<file path="config.mk">
export PLATFORM = sky130hd
export DESIGN_NAME = wdog_timer
export DESIGN_NICKNAME = d
export VERILOG_FILES = /design/src/rtl/wdog_pkg.sv /design/src/rtl/wdog_prescaler.sv /design/src/rtl/wdog_counter.sv /design/src/rtl/wdog_fsm.sv /design/src/rtl/wdog_timer.sv
export SDC_FILE = /design/constraint.sdc
export NUM_CORES = 1
export LEC_CHECK = 0
export CORE_ASPECT_RATIO = 1.1
export CORE_MARGIN = 1.5
export CORE_UTILIZATION = 52
export DETAILED_ROUTE_END_ITERATION = 6
export HOLD_SLACK_MARGIN = 0.1
export PLACE_DENSITY = 0.79
export SLEW_MARGIN = 20
export SYNTH_ARGS = -nofsm -noshare
export SYNTH_HDL_FRONTEND = slang
export SYNTH_SLANG_ARGS = --single-unit
export TNS_END_PERCENT = 1
</file>
<file path="constraint.sdc">
create_clock -name clk -period 2.7 [get_ports clk]
set_clock_uncertainty 0.05 [all_clocks]
set_input_delay 0.675 -clock clk [delete_from_list [all_inputs] [get_ports clk]]
set_output_delay 0.675 -clock clk [all_outputs]
set_load 0.02 [all_outputs]
</file>
<file path="src/rtl/wdog_pkg.sv">
package wdog_pkg;
    typedef enum logic [1:0] {
        ST_IDLE,
        ST_ARMED,
        ST_EXPIRED
    } wd_state_t;

    localparam int OFS_REF = 0;
    localparam int OFS_CNT = 1;
endpackage

</file>
<file path="src/rtl/wdog_prescaler.sv">
module wdog_prescaler #(
    parameter int PRE_W = 8
) (
    input  logic clk,
    input  logic rst_n,
    input  logic run,
    input  logic clr,
    output logic tick
);
    localparam logic [PRE_W-1:0] PRE_MAX = {PRE_W{1'b1}};

    logic [PRE_W-1:0] pre_q;

    assign tick = run && (pre_q == PRE_MAX);

    always_ff @(posedge clk) begin
        if (!rst_n || clr || !run) begin
            pre_q <= '0;
        end else begin
            pre_q <= pre_q + 1'b1;
        end
    end
endmodule

</file>
<file path="src/rtl/wdog_counter.sv">
module wdog_counter #(
    parameter int CNT_W = 16
) (
    input  logic             clk,
    input  logic             rst_n,
    input  logic             run,
    input  logic             clr,
    input  logic             tick,
    output logic [CNT_W-1:0] cnt
);
    always_ff @(posedge clk) begin
        if (!rst_n || clr || !run) begin
            cnt <= '0;
        end else if (tick) begin
            cnt <= cnt + 1'b1;
        end
    end
endmodule

</file>
<file path="src/rtl/wdog_fsm.sv">
module wdog_fsm
    import wdog_pkg::*;
(
    input  logic clk,
    input  logic rst_n,
    input  logic en,
    input  logic kick,
    input  logic match,
    output logic pulse,
    output logic flag
);
    wd_state_t state_q, state_d;
    logic      fire;

    assign fire = (state_q == ST_ARMED) && en && match && !kick;

    always_comb begin
        state_d = state_q;
        if (!en) begin
            state_d = ST_IDLE;
        end else begin
            unique case (state_q)
                ST_IDLE:    state_d = ST_ARMED;
                ST_ARMED:   if (fire) state_d = ST_EXPIRED;
                ST_EXPIRED: if (kick) state_d = ST_ARMED;
                default:    state_d = ST_IDLE;
            endcase
        end
    end

    always_ff @(posedge clk) begin
        if (!rst_n) begin
            state_q <= ST_IDLE;
        end else begin
            state_q <= state_d;
        end
    end

    always_ff @(posedge clk) begin
        if (!rst_n) begin
            pulse <= 1'b0;
            flag  <= 1'b0;
        end else begin
            pulse <= fire;
            if (kick) begin
                flag <= 1'b0;
            end else if (fire) begin
                flag <= 1'b1;
            end
        end
    end
endmodule

</file>
<file path="src/rtl/wdog_timer.sv">
module wdog_timer
    import wdog_pkg::*;
#(
    parameter int PRE_W  = 8,
    parameter int CNT_W  = 16,
    parameter int ADDR_W = 2
) (
    input  logic              clk,
    input  logic              rst_n,
    input  logic              sel,
    input  logic              rd,
    input  logic              wr,
    input  logic [ADDR_W-1:0] addr,
    input  logic [CNT_W-1:0]  wdata,
    output logic [CNT_W-1:0]  rdata,
    output logic              timeout_pulse,
    output logic              timeout_flag
);
    localparam logic [ADDR_W-1:0] A_REF = ADDR_W'(OFS_REF);
    localparam logic [ADDR_W-1:0] A_CNT = ADDR_W'(OFS_CNT);

    logic [CNT_W-1:0] ref_q;
    logic [CNT_W-1:0] cnt_q;
    logic             en;
    logic             kick;
    logic             ref_wr;
    logic             tick;
    logic             match;

    assign en     = ref_q[0];
    assign ref_wr = sel && wr && (addr == A_REF);
    assign kick   = sel && wr && (addr == A_CNT);
    assign match  = (cnt_q[CNT_W-1:1] == ref_q[CNT_W-1:1]);

    always_ff @(posedge clk) begin
        if (!rst_n) begin
            ref_q <= '1;
        end else if (ref_wr) begin
            ref_q <= wdata;
        end
    end

    always_comb begin
        rdata = '0;
        if (sel && rd) begin
            if (addr == A_REF) begin
                rdata = ref_q;
            end else if (addr == A_CNT) begin
                rdata = cnt_q;
            end
        end
    end

    wdog_prescaler #(.PRE_W(PRE_W)) pre_i (
        .clk   (clk),
        .rst_n (rst_n),
        .run   (en),
        .clr   (kick),
        .tick  (tick)
    );

    wdog_counter #(.CNT_W(CNT_W)) cnt_i (
        .clk   (clk),
        .rst_n (rst_n),
        .run   (en),
        .clr   (kick),
        .tick  (tick),
        .cnt   (cnt_q)
    );

    wdog_fsm fsm_i (
        .clk   (clk),
        .rst_n (rst_n),
        .en    (en),
        .kick  (kick),
        .match (match),
        .pulse (timeout_pulse),
        .flag  (timeout_flag)
    );
endmodule

</file>
---- Word-level counts from Yosys, hierarchy flattened ----
Cells that the tools add are included.
Widths: inputs -> output; s select.
operators by class
  add/subtract/negate cells ............... 2
  multipliers ............................. 0
  divide/modulo/power cells ............... 0
  $lt $le $gt $ge ......................... 0
  eq/ne operators ......................... 7
  shifts and indexed selects .............. 0
  muxes and demuxes ....................... 6
  bitwise logic cells ..................... 1
  reductions and logical operators ........ 18
operators by type and width
  kind                   count
  $mux 16                3
  $add 16x1->16 const B  1
  $eq 15x15->1           1
  $add 8x1->8 const B    1
  $eq 8x8->1 const B     1
  $logic_and 1x1->1      8
  $pmux 2 s3             1
  $eq 2x1->1 const B     2
  $logic_not 2->1        2
  $mux 2                 2
  $reduce_and 2->1       2
  $logic_not 1->1        3
  $eq 2x2->1 const B     1
  $logic_or 1x1->1       2
  $ne 2x1->1 const B     1
  $ne 2x2->1 const B     1
  $reduce_or 2->1        1
  $not 1->1              1
word-level totals
  register bits after elaboration ......... 44
  bits in latches ......................... 0
  bits in writable memories ............... 0
  bits in read-only memories .............. 0
  input port bits ......................... 23
  output and inout port bits .............. 18
  word-level logic and storage cells ...... 40
  memories kept ........................... 0

---- Depth between registers and ports, before layout ----
  depth in word-level cells ............... 6
  gate-level depth with buffers ........... 6
  mapped depth without buffers ............ 5

---- Modules after synthesis ----
A second synthesis with hierarchy kept.
unflattened totals
  cell total of the unflattened synthesis .. 264
  area total of the unflattened synthesis .. 2343.5 um^2
modules (own cells, without submodules)
  module          instances  cells an instance  area an instance (um^2)  sequential area each (um^2)
  wdog_timer      1          129                1101.1                   320.3
  wdog_counter    1          83                 747.0                    320.3
  wdog_prescaler  1          38                 330.3                    160.2
  wdog_fsm        1          14                 165.2                    80.1

---- Worst setup path before layout ----
OpenSTA, ideal clock, no wires.
  path kind ............................... input to output
  start ................................... input addr[0]
  end ..................................... output rdata[7]
  arrival time ............................ 1.762 ns
  required time ........................... 1.975 ns
  setup slack ............................. 0.213 ns
  stages on the path ...................... 4
  path buffers ............................ 2
  path through ............................ clkbuf_1 -> buf_2 -> mux2i_1 -> nor2_1
between the ends
  cells in the longest elaborated chain, start to end .. 4
  elaborated cells on any way between the ends .. 5
  classes of those cells .................. eq/ne: 1; mux: 3; reduce/logical: 1
ends and longest elaborated chain
  item             RTL line          RTL
  start, declared  wdog_timer.sv:13  input logic [ADDR_W-1:0] addr,
  $eq 2x1->1       wdog_timer.sv:48  end else if (addr == A_CNT) begin
  $mux 16          wdog_timer.sv:48
  $mux 16 (*)      wdog_timer.sv:46  if (addr == A_REF) begin
  $mux 16 (*)      wdog_timer.sv:45  if (sel && rd) begin
  end, declared    wdog_timer.sv:15  output logic [CNT_W-1:0] rdata,
Mark *: on every way between the ends. The rest lies on a longest branch, timed or not.

---- Final worst setup path ----
  start ................................... input addr[1]
  end ..................................... output rdata[6]
The elaborated chain is that of the path after synthesis.

==> Implementation_results.wiki <==
{| class="wikitable"
! Metric !! Value
|-
| Post-route clock period utilization || 98.0%
|-
| Arrival time at the worst endpoint || 1.92 ns
|-
| Bufs on Longest Clock Path || 2
|-
| Number of I/O pins || 41
|-
| Drt via density || 5.58
|-
| Clk root buf || sky130_fd_sc_hd__clkbuf_8
|-
| # rows || 24
|-
| Run status || finished clean
|-
| CP Class || in -> out
|-
| Final weighted congestion in routability-driven placement || 0.833
|-
| Worst slack on hold paths || 0.428 ns
|-
| Part of the power in the clock network || 32.7%
|-
| Largest cells by area after synthesis || sky130_fd_sc_hd__dfxtp_1 (40%), sky130_fd_sc_hd__mux2i_1 (7.7%), sky130_fd_sc_hd__nand2_1 (7.6%)
|-
| Post-Synthesis Mean Instance Area || 8.12 sq um
|-
| Overall die height || 71.5 um
|-
| Total die area || 4670 sq um
|-
| Unrepaired setup endpoints after global routing || no
|-
| Total global routing overflow || 0
|-
| Wire length of the first global-routing pass || 9080 um
|-
| CTS tree || done
|-
| Area of the mapped netlist || 2220 sq um
|-
| Number of antenna violations at the first check in global routing || 0
|-
| Initial cell density of the core || 55.1%
|-
| Worst setup SP type || primary input
|-
| Most numerous cell types in the synthesized netlist || sky130_fd_sc_hd__nand2_1 (45), sky130_fd_sc_hd__dfxtp_1 (44), sky130_fd_sc_hd__nand3_1 (28), sky130_fd_sc_hd__nor2_1 (28), sky130_fd_sc_hd__xor2_1 (19)
|-
| Setup slack, reg-to-reg || 0.53 ns
|-
| Post-synth net total || 298
|-
| IR drop worst, VDD || 0.000333 V
|-
| DR DRC count || 0
|-
| Fraction of power spent switching nets || 24.7%
|-
| Post-DRT Antenna Nets || 0
|-
| Diodes inserted || 0
|-
| Core footprint || 4020 sq um
|-
| Length in cells of the worst reg-to-reg path || 5
|-
| Filler Cell Count || 328
|-
| Drt pass-1 iters || 5
|-
| Horizontal extent of the die || 65.3 um
|-
| Tightest Pin Transition || 0.581 ns
|-
| Post-detailed-routing wire length || 5380 um
|-
| Capturing element type of the critical path || primary output
|-
| Max-cap violations || 0
|-
| Reported leakage power || 1.16 nW
|-
| Synth Register Bits || 44
|-
| Share of power burned in registers || 55.9%
|-
| Combinational group share of total power || 11.5%
|-
| Distinct cell type count of the synthesized netlist || 29
|-
| Fraction of post-synthesis cell area in the top cell type by area || 39.7%
|-
| Starting DRC count in detailed routing || 143
|-
| CTS buffer count || 5
|-
| Wire length per cell || 14.6 um
|-
| Number of synthesized flops with an enable pin || 0
|-
| Power per cell area || 429 nW/um^2
|-
| Required @ worst endpoint || 1.98 ns
|-
| Max Clk Rate || 378 MHz
|-
| Clock latency on the worst-skew pair || 0.30 ns
|-
| Top_reg_cell synth || sky130_fd_sc_hd__dfxtp_1
|-
| Capture instance of the worst register-to-register path || cnt_i.cnt[13]
|-
| Cell type with the largest total area after synthesis || sky130_fd_sc_hd__dfxtp_1
|-
| Count leader, synth || sky130_fd_sc_hd__nand2_1
|-
| Final max-slew violation count || 0
|-
| CTS clock-pin slew for the worst setup and hold paths || 0.08 ns
|-
| Area growth from synthesis to layout || 27.3%
|-
| Number of setup buffers added after CTS || 0
|-
| Async set or reset register ratio after synthesis || 0%
|-
| Half-perimeter wire length after placement || 3900 um
|-
| Post-route core utilization || 70.1%
|-
| CP startpoint || addr[1]
|-
| Tightest Hold Check Type || reg -> reg
|-
| Cts-stage hold buffer count || 0
|-
| Num Clock Sinks || 44
|-
| Count of vias placed by the detailed router || 2063
|-
| Post-layout net count || 343
|-
| Pin count of the biggest net entering global routing || 22
|-
| Crit path time final || 2.65 ns
|-
| Pint || 0.000911 W
|-
| Switching power || 0.000300 W
|-
| Count of final setup violators || 0
|-
| Overall routing resource usage || 25.1%
|-
| Via count of the first global-routing pass || 1982
|-
| Final Hold Violating Endpoints || 0
|-
| Overall power of the completed layout || 0.00121 W
|-
| Total number of yosys warnings || 0
|-
| Cell area after placement || 2730 sq um
|-
| Final standard cell area without fillers || 2820 sq um
|-
| Proportion of layout cells with a drive suffix above 1 || 6.92%
|-
| Largest fanout on the critical path || 10
|-
| CTS H-Tree Depth || 2
|-
| Syn Inst Count || 273
|-
| Startpoint of the worst register-to-register path || pre_i.pre_q[0]
|-
| Worst setup endpoint || rdata[6]
|-
| Part of the Yosys area used for sequential elements || 39.7%
|-
| PortBufs || 40
|-
| Worst slew margin relative to its limit || 61.3%
|}
cell usage in the layout, fill, tap and decap left out, drive strengths merged, types with 4 or more instances in the layout:
cell,count
nand2,45
buf,13
nand4,5
o21ai,5
clkbuf,6
o31ai,7
xor2,19
dfxtp,44
nand3,29
xnor2,5
dlygate4sd2,13
or4,12
mux2i,17
nor2,28
or3,5
nor4,4
a21oi,10
clkdlybuf4s50,23
and4,4
worst min-delay path by stage:
stage | startpoint | end | slack (ns) | depth (start not counted)
detailed placement | pre_i.pre_q[0] | pre_i.pre_q[0] | 0.40 | 1
CTS | pre_i.pre_q[0] | pre_i.pre_q[0] | 0.43 | 1
finish | fsm_i.flag | fsm_i.flag | 0.43 | 2
global route | fsm_i.flag | fsm_i.flag | 0.46 | 2
global placement | pre_i.pre_q[0] | pre_i.pre_q[0] | 0.39 | 1
floorplan | pre_i.pre_q[0] | pre_i.pre_q[0] | 0.38 | 1
worst max-delay path, cell delays in order:
cell and delay, ns:
sky130_fd_sc_hd__clkdlybuf4s50_1 0.41, sky130_fd_sc_hd__nand3b_1 0.18, sky130_fd_sc_hd__buf_4 0.19, sky130_fd_sc_hd__nor2_1 0.11, sky130_fd_sc_hd__dlygate4sd2_1 0.34
power by group through the flow:
stage	clock [W]	sequential, W	combinational, W
after floorplan	0	0.000687	0.0000706
after global placement	0	0.000691	0.000136
after detailed placement	0	0.000691	0.000138
after CTS	0.000406	0.000676	0.000134
after global routing	0.000426	0.000678	0.000150
final	0.000396	0.000676	0.000139
repair_timing:
item	in CTS	in global routing
cloned	0	1
pin swaps	0	0
hold endpoints to repair	0	0
setup endpoints to repair	16	16
gates resized for setup	16	4
sequential cells by signal, summed over array words and instances, names as in the netlist:
signal,flops
cnt_i.cnt,16
fsm_i.flag,1
fsm_i.pulse,1
fsm_i.state_q,2
pre_i.pre_q,8
ref_q,16
metal layers:
layer | vias to the layer above | share of wire [%] | GRT usage [%]
met4 | 0 | 1.7 | 9.95
li1 | 1052 | - | -
met5 | - | 0 | 0
met3 | 8 | 5.0 | 4.71
met1 | 935 | 45 | 32.5
met2 | 68 | 48 | 41.3
layout make-up:
class	instances	area (sq um)	area share (%)
tap	52	65.1	2.31
sequential	44	881	31.2
clock inverter	2	12.5	0.443
timing repair buffer	54	522	18.5
inverter	3	11.3	0.399
clock buffer	5	68.8	2.44
multi-input combinational	210	1260	44.7
metrics by stage:
stage	TNS (ns)	setup slack, ns	std cells
6_report	0	0.0544	370
3_3_place_gp	-3.08	-0.232	362
2_1_floorplan	0	0.213	273
4_1_cts	0	0.0165	369
3_5_place_dp	-3.22	-0.221	362
5_1_grt	0	0.00314	370
kinds of logic (layout without fill, tap and decap cells):
kind of cell	count (synthesis)	after routing	synth area share (%)
AND/OR/NAND/NOR	141	141	31.3
flip-flops	44	44	39.7
AO/OA/AOI/OAI	26	26	7.34
XOR/XNOR	24	24	9.48
buffers and inverters	19	64	3.39
multiplexers	17	17	7.67
adder cells (fa/ha/maj)	2	2	1.13
Power figures use the tool's default switching activity.
